$ cat src/rtl/bit_test_unit.sv
module bit_test_unit #(
  parameter int W = 32
) (
  input  logic         clk,
  input  logic         rst_n,
  input  logic         in_valid,
  input  logic [7:0]   opc_byte,
  input  logic [2:0]   modrm_reg,
  input  logic [7:0]   imm,
  input  logic [W-1:0] offset_reg,
  input  logic [W-1:0] operand,
  input  logic         size32,
  output logic         out_valid,
  output logic         carry,
  output logic [W-1:0] result,
  output logic         wr_en,
  output logic         bad_op
);
  localparam int IW = $clog2(W);

  logic          form_imm, form_reg, accept;
  logic [2:0]    op;
  logic [7:0]    off8;
  logic [IW-1:0] idx;
  logic [W-1:0]  mask, modified;
  logic          old_bit;

  assign form_imm = (opc_byte == 8'hBA);
  assign form_reg = (opc_byte[7:6] == 2'b10) && (opc_byte[2:0] == 3'b011) && opc_byte[5];
  assign op       = form_imm ? modrm_reg : opc_byte[5:3];
  assign accept   = form_reg || (form_imm && modrm_reg[2]);
  assign off8     = form_imm ? imm : offset_reg[7:0];
  assign idx      = size32 ? off8[IW-1:0] : {1'b0, off8[IW-2:0]};
  assign mask     = {{(W-1){1'b0}}, 1'b1} << idx;
  assign old_bit  = operand[idx];

  always_comb begin
    unique case (op[1:0])
      2'b01:   modified = operand | mask;
      2'b10:   modified = operand & ~mask;
      2'b11:   modified = operand ^ mask;
      default: modified = operand;
    endcase
  end

  always_ff @(posedge clk) begin
    if (!rst_n) begin
      out_valid <= 1'b0;
      carry     <= 1'b0;
      result    <= '0;
      wr_en     <= 1'b0;
      bad_op    <= 1'b0;
    end else begin
      out_valid <= in_valid;
      wr_en     <= in_valid && accept && (op[1:0] != 2'b00);
      bad_op    <= in_valid && !accept;
      if (in_valid) result <= accept ? modified : operand;
      if (in_valid && accept) carry <= old_bit;
    end
  end

  AST_WE_NEEDS_VALID: assert property (@(posedge clk) disable iff (!rst_n)
    (wr_en || bad_op) |-> out_valid);
  AST_BAD_NO_WRITE: assert property (@(posedge clk) disable iff (!rst_n)
    bad_op |-> !wr_en && (result == $past(operand)));
  AST_BAD_KEEPS_CARRY: assert property (@(posedge clk) disable iff (!rst_n)
    bad_op |-> $stable(carry));
  AST_IDLE_HOLDS: assert property (@(posedge clk) disable iff (!rst_n)
    !out_valid |-> $stable(carry) && $stable(result));
  AST_ONE_BIT_CHANGE: assert property (@(posedge clk) disable iff (!rst_n)
    out_valid |-> $countones(result ^ $past(operand)) <= 1);
  AST_NO_WRITE_SAME: assert property (@(posedge clk) disable iff (!rst_n)
    (out_valid && !wr_en) |-> result == $past(operand));
  AST_UPPER_KEPT: assert property (@(posedge clk) disable iff (!rst_n)
    (out_valid && !$past(size32)) |-> result[W-1:W/2] == $past(operand[W-1:W/2]));
endmodule

$ cat config.mk
export PLATFORM = sky130hd
export DESIGN_NAME = bit_test_unit
export DESIGN_NICKNAME = d
export VERILOG_FILES = /design/src/rtl/bit_test_unit.sv
export SDC_FILE = /design/constraint.sdc
export NUM_CORES = 1
export LEC_CHECK = 0
export BUFFER_PORTS_ARGS = -buffer_cell sky130_fd_sc_hd__buf_2
export CORE_UTILIZATION = 55
export CTS_CLUSTER_DIAMETER = 40
export DETAILED_ROUTE_END_ITERATION = 12
export PLACE_DENSITY = 0.85
export REMOVE_ABC_BUFFERS = 1
export SLEW_MARGIN = 20
export SYNTH_ARGS = -nofsm -noshare
export SYNTH_HDL_FRONTEND = slang
export SYNTH_SLANG_ARGS = --single-unit
$ cat constraint.sdc
create_clock -name clk -period 5.6 [get_ports clk]
set_clock_uncertainty 0.15 [all_clocks]
set_input_delay 1.12 -clock clk [delete_from_list [all_inputs] [get_ports clk]]
set_output_delay 1.12 -clock clk [all_outputs]
set_load 0.005 [all_outputs]
==> summary.txt, run 1 <==
Status
  – Status: finished clean

Min path
  – Hold endpoint: result[2]$_SDFFE_PN0P_
  – Hold Path Depth: 1
  – Min-Delay Startpoint: result[2]$_SDFFE_PN0P_
  – Type of the tightest min-delay check: reg2reg

Setup path
  – Reg2reg path depth: 2
  – Critical Path Fanout Max: 9
  – CP arrival: 3.95 ns
  – Critical-path top delay cell: mux2i_1
  – Crit Path Class: in2reg
  – Element type at the critical path start: primary input
  – CP Capture Type: flip-flop
  – R2R Setup Slk: 4.77 ns
  – RR Endpoint: carry$_SDFFE_PN0P_
  – Crit path cell chain: buf_2 -> and4bb_4 -> nand2_4 -> mux2i_1 -> and2_1 -> nand3_1 -> ha_1 -> a221oi_2 -> a211oi_1 -> a31o_2
  – Worst flop-to-flop path startpoint: carry$_SDFFE_PN0P_
  – Max stage delay on crit path: 0.60 ns
  – Required time of the worst setup path: 5.63 ns

Clocking
  – Htree depth: 2
  – Root Buffer: clkbuf_8
  – PostCTS Resize Cnt: 0
  – Clock buffer count from CTS: 5
  – Post-CTS Repair Setup Buffers: 0
  – CTS tree: done
  – Skew-Pair Late Insertion Delay: 0.29 ns
  – Clk pin slew, worst setup/hold paths: 0.08 ns
  – Clk buf depth: 2
  – Post-cts hold buffer count: 0
  – Clock sink count: 36

Layout
  – Post-layout nets: 664
  – Area grow syn2layout: 14.22%
  – Diode count: 0
  – Share of layout cells above drive strength 1: 0.3470
  – Post-route insts no fill: 593
  – Most common cell after layout, fill and taps aside: buf_2
  – Commonest cells after routing, fill and taps aside: buf_2, nor2_1, ha_1, inv_1, dfxtp_1
  – Util after Layout: 0.6500

STA
  – FMAX: 255.4 MHz
  – Final Hold Fails: 0
  – Final TNS setup: 0 ns
  – Period Utilization, post-route: 0.6991
  – Unrepaired setup endpoints after global routing: false
  – Final Max Tran Viols: 0
  – Fin crit period: 3.915 ns
  – Rel. slew slack: 0.3260
  – Slew of the pin with the lowest slew margin: 1.010 ns
  – Final setup viols: 0

Die
  – I/O pin cnt: 123
  – Die Area: 7329 µm²
  – Core area: 6756 µm²
  – Die width: 85.61 µm
  – Die height: 85.61 µm
  – Initial Util: 0.5691
  – # rows: 30

Place
  – DPL Wire Length: 7261 µm
  – Port Buffer Count: 92
  – Placed insts: 585
  – Placer Congestion: 0.8497

Route
  – Drt drc: 0
  – Via/cell ratio: 6.337
  – Total wire length: 10260 µm
  – Routed Antenna Nets: 0
  – 1st-pass router iterations: 5
  – Mean routed wirelength per cell: 17.31 µm
  – Initial drt markers: 231
  – Vias: 3758

Global routing
  – GRT Total Usage: 0.2816
  – Grt total ovfl: 0
  – Largest net degree at the start of global routing: 39
  – Global-route wire length before repair: 16790 µm
  – Antenna violations before repair: 0
  – Vias in the first global route: 3637

Synth
  – EDFF count, synth: 0
  – Yosys warns: 0
  – Synth cell types: 51
  – Register area share after synthesis: 0.1874
  – Asr flop ratio synth: 0
  – Post-synthesis cell area: 3845 µm²
  – Ys flop type: dfxtp_1
  – Average cell area after synthesis: 8.719 µm²
  – Yosys reg bits: 36
  – Mapped Cells: 441

Pwr
  – Power Density: 163.1 nW/µm²
  – Combinational Power Share: 0.322
  – Internal power: 0.4808 mW
  – Leak Pwr: 2.008 nW
  – Pwr Total: 0.7165 mW
  – P_sw: 0.2357 mW
  – Clk pwr share: 0.290
  – VDD IR max: 0.00009514 V
  – Sw Ratio: 0.3289
  – Register share of total power: 0.388

Job
  – Max Cap Viol: 0
-- state kept, by name (all words and copies together) (netlist names) --
signal,flops
result,32
bad_op,1
carry,1
out_valid,1
wr_en,1
-- worst max-delay path, delay by kind of cell --
kind	cells	cell delay [ns]
multiplexers	1	0.60
adder cells (fa/ha/maj)	1	0.34
AO/OA/AOI/OAI	3	0.65
buffers and inverters	1	0.12
AND/OR/NAND/NOR	4	1.12
-- power groups by stage --
stage | Combinational (mW) | Sequential [mW] | Clock (mW)
final | 0.231 | 0.278 | 0.208
after global routing | 0.253 | 0.280 | 0.225
after CTS | 0.226 | 0.278 | 0.211
after detailed placement | 0.223 | 0.284 | 0
after global placement | 0.212 | 0.283 | 0
after floorplan | 0.134 | 0.285 | 0
-- cell usage after synthesis, types with 2 or more instances --
| master | n | area share |
|---|---|---|
| nor2_1 | 66 | 0.064 |
| ha_1 | 64 | 0.21 |
| dfxtp_1 | 36 | 0.19 |
| inv_1 | 36 | 0.035 |
| a211oi_1 | 33 | 0.064 |
| nand2_1 | 33 | 0.032 |
| a221oi_2 | 30 | 0.12 |
| a31o_2 | 20 | 0.046 |
| a31o_1 | 12 | 0.027 |
| a21oi_1 | 10 | 0.013 |
| buf_2 | 9 | 0.012 |
| clkbuf_1 | 9 | 0.0088 |
| buf_6 | 8 | 0.023 |
| nand3_1 | 8 | 0.010 |
| a222oi_1 | 7 | 0.018 |
| and2_1 | 7 | 0.011 |
| buf_4 | 6 | 0.012 |
| o21ai_0 | 4 | 0.0052 |
| a22oi_1 | 3 | 0.0059 |
| nor2_2 | 3 | 0.0049 |
| a221oi_1 | 2 | 0.0046 |
| and2_2 | 2 | 0.0039 |
| mux2i_1 | 2 | 0.0052 |
| nor2b_1 | 2 | 0.0033 |
| o21a_1 | 2 | 0.0039 |
| o31ai_2 | 2 | 0.0065 |
-- routing by layer --
| metal | vias to the layer above | share of wire | routed length (µm) | track usage |
|---|---|---|---|---|
| met2 | 150 | 0.50 | 5127 | 0.5076 |
| li1 | 1775 | - | - | - |
| met3 | 28 | 0.063 | 645 | 0.04331 |
| met4 | 0 | 0.023 | 237 | 0.1000 |
| met1 | 1805 | 0.41 | 4253 | 0.3386 |
| met5 | - | 0 | 0 | 0 |
-- cell families (layout without fill, tap and decap cells) --
logic type	Yosys count	in the layout	share of synthesized area
muxes	4	4	0.01399
and+or+nand+nor	133	133	0.1611
buffers and inverters	69	141	0.09339
AOI/OAI and AO/OA	135	135	0.3358
DFF	36	36	0.1874
adders and majority gates	64	64	0.2083
-- layout make-up --
cell class | count | area, µm²
clock buffers | 7 | 96.34
fillers | 576 | 2365
repair buffers | 98 | 545.5
inverters | 36 | 135.1
flip-flops and latches | 36 | 720.7
multi-input cells | 336 | 2794
well taps | 80 | 100.1
-- worst max-delay path by stage --
stage / start / to / slack, ns / cells after the start
floorplan: opc_byte[2] / result[10]$_SDFFE_PN0P_ / 0.93 / 5
global placement: opc_byte[6] / result[17]$_SDFFE_PN0P_ / 1.58 / 10
detailed placement: opc_byte[6] / result[17]$_SDFFE_PN0P_ / 1.46 / 10
CTS: opc_byte[6] / result[17]$_SDFFE_PN0P_ / 1.74 / 10
global route: opc_byte[6] / result[17]$_SDFFE_PN0P_ / 1.54 / 10
finish: opc_byte[6] / result[17]$_SDFFE_PN0P_ / 1.68 / 10
-- through the flow --
| step | cell area (µm²) | hold WS (ns) | setup WS, ns |
|---|---|---|---|
| 2_1_floorplan | 3621 | 0.3309 | 0.9339 |
| 3_3_place_gp | 4238 | 0.3132 | 1.578 |
| 3_5_place_dp | 4265 | 0.3175 | 1.457 |
| 5_1_grt | 4392 | 0.3600 | 1.538 |
| 4_1_cts | 4362 | 0.3355 | 1.745 |
| 6_report | 4392 | 0.3321 | 1.685 |
(Power assumes the default switching activity.)
==> run 2, diff against run 1 <==
--- a/config.mk
+++ b/config.mk
@@ -6,10 +6,10 @@
 export NUM_CORES = 1
 export LEC_CHECK = 0
 export BUFFER_PORTS_ARGS = -buffer_cell sky130_fd_sc_hd__buf_2
-export CORE_UTILIZATION = 55
+export CORE_UTILIZATION = 47
 export CTS_CLUSTER_DIAMETER = 40
 export DETAILED_ROUTE_END_ITERATION = 12
-export PLACE_DENSITY = 0.85
+export PLACE_DENSITY = 0.78
 export REMOVE_ABC_BUFFERS = 1
 export SLEW_MARGIN = 20
 export SYNTH_ARGS = -nofsm -noshare
==> constraint.sdc (replaced) <==
create_clock -name clk -period 3.44 [get_ports clk]
set_clock_uncertainty 0.15 [all_clocks]
set_input_delay 0.688 -clock clk [delete_from_list [all_inputs] [get_ports clk]]
set_output_delay 0.688 -clock clk [all_outputs]
set_load 0.005 [all_outputs]
==> run 2 against run 1 <==
Net effect: combinational power up 64%; worst hold slack about the same; sequential power up 63%; register-to-register slack worse by 2.1 ns; total power up 57%; first-iteration DRC count up 8.2%; routed wire length down 1.6%; sequential cell count unchanged; cell area up 1.8%; count of clock-buffer cells in the layout down 1; clock power up 41%; critical endpoint unchanged.
==> summary.txt, run 2 (synthesized netlist as in run 1, its figures left out) <==
Route
  – Met3 WL: 717 µm (+11%)
  – Via/cell ratio: 5.850 (-7.7%)
  – Total wire length: 10100 µm (-1.6%)
  – Initial drt markers: 250 (+8.2%)
  – Vias: 3656 (-2.7%)
  – 1st-pass router iterations: 7 (+2)
  – Met1 WL: 4398 µm (+3.4%)
  – Drt drc: 0 (unchanged)
  – Mean routed wirelength per cell: 16.16 µm (-6.6%)
  – Uppermost layer routed: met4
  – Met2 routed WL: 4831 µm (-5.8%)
  – Routed Antenna Nets: 0 (unchanged)

Pwr
  – Leak Pwr: 2.044 nW (+1.8%)
  – VDD IR max: 0.0001550 V (+63%)
  – Pwr Total: 1.124 mW (+57%)
  – Power Density: 251.5 nW/µm² (+54%)

Setup path
  – Element type at the critical path start: primary input
  – Critical Path Fanout Max: 9 (unchanged)
  – R2R Setup Slk: 2.62 ns (-2.15 ns)
  – Crit Path Class: in2reg
  – Required time of the worst setup path: 3.48 ns (-2.15 ns)
  – CP arrival: 3.13 ns (-0.82 ns)
  – CP Capture Type: flip-flop

Clocking
  – Post-CTS Repair Setup Buffers: 0 (unchanged)
  – Clk buf depth: 2 (unchanged)
  – Htree depth: 2 (unchanged)
  – Root Buffer: clkbuf_8
  – Clock buffer count from CTS: 5 (unchanged)
  – CTS tree: done
  – Skew-Pair Late Insertion Delay: 0.28 ns (about the same)
  – Post-cts hold buffer count: 0 (unchanged)
  – PostCTS Resize Cnt: 0 (unchanged)
  – Clock sink count: 36 (unchanged)
  – Clk pin slew, worst setup/hold paths: 0.08 ns (about the same)

Min path
  – Type of the tightest min-delay check: reg2reg

Global routing
  – Largest net degree at the start of global routing: 66 (+69%)
  – GRT Total Usage: 0.2473 (-0.03428)
  – Vias in the first global route: 3707 (+1.9%)
  – Antenna violations before repair: 0 (unchanged)
  – Grt total ovfl: 0 (unchanged)
  – Global-route wire length before repair: 17220 µm (+2.6%)

STA
  – Unrepaired setup endpoints after global routing: false
  – Fin crit period: 3.095 ns
  – Final setup viols: 0 (unchanged)
  – Slew of the pin with the lowest slew margin: 0.9937 ns (-0.01613 ns)
  – Final Hold Fails: 0 (unchanged)
  – FMAX: 323.1 MHz
  – Final Max Tran Viols: 0 (unchanged)
  – Period Utilization, post-route: 0.8997
  – Rel. slew slack: 0.3368 (+0.01077)
  – Final worst slack: 0.3450 ns (-1.340 ns)
  – Hold Slack: 0.3319 ns (-0.0001490 ns)

Die
  – # rows: 32 (+6.7%)
  – Die width: 92.45 µm (+8.0%)
  – Die height: 92.45 µm (+8.0%)
  – Die Area: 8546 µm² (+17%)
  – Initial Util: 0.4925 (-0.07661)
  – Core area: 7807 µm² (+16%)
  – I/O pin cnt: 123 (unchanged)

Layout
  – Area occupied by multi-input gates: 2791 µm² (about the same)
  – Sequential cell area: 720.7 µm² (unchanged)
  – Util after Layout: 0.5726 (-0.07740)
  – Top reg by flops: result
  – Largest register FFs: 32 (unchanged)
  – Commonest cells after routing, fill and taps aside: buf_2, nor2_1, ha_1, inv_1, dfxtp_1
  – Post-layout nets: 674 (+1.5%)
  – Post-route insts no fill: 625 (+5.4%)
  – Most common cell after layout, fill and taps aside: buf_2
  – Diode count: 0 (unchanged)
  – Layout fillers: 718 (+25%)
  – Share of layout cells above drive strength 1: 0.3556 (+0.008662)
  – Area grow syn2layout: 16.27%

Place
  – Placer Congestion: 0.9371 (+10%)
  – DPL Wire Length: 7509 µm (+3.4%)
  – Port Buffer Count: 92 (unchanged)
  – Pre-CTS setup slack: 0.06618 ns (-1.391 ns)
  – Placed insts: 618 (+5.6%)

Job
  – Max Cap Viol: 0 (unchanged)

Status
  – Status: finished clean
run 2: layout make-up:
| type | instances | area share |
|---|---|---|
| Inverter | 36 | 0.03023 |
| Tap cell | 102 | 0.02855 |
| Timing Repair Buffer | 108 | 0.1383 |
| Multi-Input combinational cell | 336 | 0.6244 |
| Clock inverter | 1 | 0.001120 |
| Clock buffer | 6 | 0.01623 |
| Sequential cell | 36 | 0.1612 |
run 2: stage by stage:
step	cell area, µm²	setup TNS [ns]
global route	4471	0
floorplan	3621	-25.56
CTS	4471	0
global placement	4393	0
finish	4471	0
detailed placement	4393	0
run 2: routing by layer:
| layer | GRT usage | vias up |
|---|---|---|
| met5 | 0 | - |
| li1 | - | 1788 |
| met1 | 0.3065 | 1708 |
| met2 | 0.4327 | 143 |
| met3 | 0.04351 | 17 |
| met4 | 0.07552 | 0 |
run 2: worst max-delay path, stage by stage:
cell and delay, ns:
buf_2 0.12, and4bb_4 0.36, nand2_4 0.12, mux2i_1 0.35
and2_1 0.38, nand3_1 0.18, ha_1 0.33, a221oi_2 0.25
a211oi_1 0.11, a31o_2 0.24
run 2: path summary, 6_finish.rpt:
check | startpoint | endpoint | depth (start not counted)
min reg2reg | result[7]$_SDFFE_PN0P_ | result[7]$_SDFFE_PN0P_ | 1
max reg2reg | carry$_SDFFE_PN0P_ | carry$_SDFFE_PN0P_ | 2
min | result[7]$_SDFFE_PN0P_ | result[7]$_SDFFE_PN0P_ | 1
max | opc_byte[6] | result[17]$_SDFFE_PN0P_ | 10
run 2: power breakdown:
group / internal [mW] / switching, mW / total (mW)
clock network: 0.138 / 0.155 / 0.293
registers: 0.441 / 0.0110 / 0.452
logic: 0.169 / 0.211 / 0.379
total: 0.748 / 0.377 / 1.12
==> run 3, diff against run 2 <==
==> constraint.sdc (replaced) <==
create_clock -name clk -period 2.69 [get_ports clk]
set_clock_uncertainty 0.15 [all_clocks]
set_input_delay 0.538 -clock clk [delete_from_list [all_inputs] [get_ports clk]]
set_output_delay 0.538 -clock clk [all_outputs]
set_load 0.005 [all_outputs]
==> run 3 against run 2 <==
Net effect: the run now ends with negative setup slack left; routed wire length is 21% higher; clock power is 29% higher; total power is 40% higher; sequential share of layout area is 2.3 points lower; critical path type unchanged; largest cell class unchanged; largest power group is now combinational logic.
==> summary.txt, run 3 (synthesized netlist as in run 1, its figures left out) <==
Layout
  – Post-layout nets: 711 (+5.5%)
  – Commonest cells after routing, fill and taps aside: buf_2, nor2_1, ha_1, buf_4
  – Diode count: 0 (unchanged)
  – Share of layout cells above drive strength 1: 0.4768 (+0.1211)
  – Top reg by flops: result
  – Post-route insts no fill: 662 (+5.9%)
  – Layout fillers: 615 (-14%)
  – Largest register FFs: 32 (unchanged)
  – Most common cell after layout, fill and taps aside: buf_2
  – Area grow syn2layout: 35.28%

Clocking
  – Root Buffer: clkbuf_8
  – Clk buf depth: 2 (unchanged)
  – CTS tree: done
  – Skew-Pair Late Insertion Delay: 0.29 ns (about the same)
  – Clock sink count: 36 (unchanged)
  – Clk pin slew, worst setup/hold paths: 0.07 ns (about the same)
  – Clock buffer count from CTS: 5 (unchanged)
  – Htree depth: 2 (unchanged)

Setup path
  – RR Endpoint: carry$_SDFFE_PN0P_
  – Crit path cell chain: buf_2 -> and4b_4 -> nand2_4 -> mux2i_4 -> buf_6 -> nor2_4 -> buf_8 -> nand3_4 -> ha_4 -> a221oi_2 -> a211oi_2 -> a31o_1
  – Worst flop-to-flop path startpoint: carry$_SDFFE_PN0P_
  – Required time of the worst setup path: 2.73 ns (-0.75 ns)
  – Critical-path top delay cell: and4b_4
  – Worst Setup SP: opc_byte[2]
  – CP Capture Type: flip-flop
  – Reg2reg path depth: 2 (unchanged)
  – Element type at the critical path start: primary input
  – R2R Setup Slk: 1.86 ns (-0.76 ns)
  – Critical Path Fanout Max: 8 (-1)
  – Crit Path Class: in2reg
  – Max stage delay on crit path: 0.36 ns (-0.02 ns)
  – CP arrival: 2.82 ns (-0.31 ns)

Die
  – Die height: 92.45 µm (unchanged)
  – Die Area: 8546 µm² (unchanged)
  – Die width: 92.45 µm (unchanged)
  – Core area: 7807 µm² (unchanged)
  – Initial Util: 0.4925 (unchanged)
  – # rows: 32 (unchanged)
  – I/O pin cnt: 123 (unchanged)

Route
  – Mean routed wirelength per cell: 18.50 µm (+14%)
  – Drt drc: 0 (unchanged)
  – Met2 routed WL: 5817 µm (+20%)
  – Via/cell ratio: 6.069 (+3.8%)
  – Met1 WL: 5043 µm (+15%)
  – Total wire length: 12250 µm (+21%)
  – 1st-pass router iterations: 5 (-2)
  – Initial drt markers: 342 (+37%)
  – Vias: 4018 (+9.9%)
  – Uppermost layer routed: met4
  – Routed Antenna Nets: 0 (unchanged)
  – Met3 WL: 893 µm (+25%)

Global routing
  – GRT Total Usage: 0.2559 (+0.008629)
  – Largest net degree at the start of global routing: 35 (-47%)
  – Vias in the first global route: 3806 (+2.7%)
  – Grt total ovfl: 0 (unchanged)
  – Antenna violations before repair: 0 (unchanged)
  – Global-route wire length before repair: 17530 µm (+1.8%)

STA
  – Rel. slew slack: 0.6704 (+0.3336)
  – Fin crit period: 2.779 ns
  – Final worst slack: -0.08904 ns (-0.4340 ns)
  – Final Max Tran Viols: 0 (unchanged)
  – Period Utilization, post-route: 1.033
  – Slew of the pin with the lowest slew margin: 0.4943 ns (-0.4994 ns)
  – Final setup viols: 8 (+8)
  – Final TNS setup: -0.2546 ns (-0.2546 ns)
  – FMAX: 359.8 MHz
  – Unrepaired setup endpoints after global routing: true
  – Final Hold Fails: 0 (unchanged)

Place
  – Placed insts: 644 (+4.2%)
  – DPL Wire Length: 7873 µm (+4.8%)
  – Port Buffer Count: 92 (unchanged)
  – Placer Congestion: 0.9289 (-0.88%)

Pwr
  – Power Density: 301.9 nW/µm² (+20%)
  – VDD IR max: 0.0002117 V (+37%)
  – Leak Pwr: 2.328 nW (+14%)

Min path
  – Hold Path Depth: 1 (unchanged)
  – Min-Delay Startpoint: result[0]$_SDFFE_PN0P_
  – Type of the tightest min-delay check: reg2reg
  – Hold endpoint: result[0]$_SDFFE_PN0P_

Job
  – Max Cap Viol: 0 (unchanged)

Status
  – Failing checks: negative setup slack
  – Status: finished, violations left
## run 3: cell types whose count changed in the layout (fill, tap and decap cells not counted), moves of 7 or more
cell	change
a211oi_1	-9
ha_1	-11
nand2_1	-7
ha_4	+11
buf_6	+7
buf_4	+25
a211oi_2	+9
and2_4	+7
## run 3: worst max-delay path by stage
stage,depth (start not counted),endpoint,slack [ns]
floorplan,5,result[10]$_SDFFE_PN0P_,-1.39
global placement,9,result[5]$_SDFFE_PN0P_,-0.44
detailed placement,9,result[6]$_SDFFE_PN0P_,-0.57
CTS,12,result[19]$_SDFFE_PN0P_,-0.03
global route,11,result[8]$_SDFFE_PN0P_,-0.13
finish,12,result[28]$_SDFFE_PN0P_,-0.09
## run 3: cell type report
cell class / count / area, µm² / area share
clock buffer: 6 / 72.57 / 0.01395
timing repair buffer: 144 / 969.7 / 0.1864
multi-input combinational: 337 / 3171 / 0.6096
tap: 102 / 127.6 / 0.02454
sequential: 36 / 720.7 / 0.1386
clock inverter: 1 / 5.005 / 0.0009622
inverter: 36 / 135.1 / 0.02598
## run 3: per-layer routing
layer | track usage | up-vias
met2 | 0.4481 | 196
li1 | - | 1865
met3 | 0.04351 | 46
met4 | 0.1146 | 0
met1 | 0.3037 | 1911
met5 | 0 | -
## run 3: per-stage QoR
step	hold WS [ns]	utilization	cell area [µm²]	setup slack, ns	power, mW
finish	0.3349	0.6662	5201	-0.08904	1.570
global route	0.3480	0.6662	5201	-0.1270	1.657
CTS	0.3378	0.6066	4736	-0.02679	1.491
detailed placement	0.3165	0.5877	4588	-0.5654	1.098
global placement	0.3150	0.5877	4588	-0.4420	1.080
floorplan	0.3309	-	3621	-1.394	0.8724
## run 3: critical path: cells and delay by family
family	cells	cell delay, ns
muxes	1	0.24
adders and majority gates	1	0.26
and+or+nand+nor	4	0.71
buffers and inverters	3	0.44
AOI/OAI and AO/OA	3	0.62
## run 3: power breakdown
| part | internal [mW] | switching, mW |
|---|---|---|
| registers | 0.564 | 0.0143 |
| logic | 0.286 | 0.328 |
| clock network | 0.176 | 0.201 |
## run 3: what timing repair did
| item | in CTS | in global routing |
|---|---|---|
| pin swaps | 4 | 27 |
| buffers inserted | 2 | 9 |
| resized for setup | 12 | 64 |
| setup endpoints to repair | 32 | 31 |
| hold buffers | 0 | 0 |
| cloned | 1 | 0 |
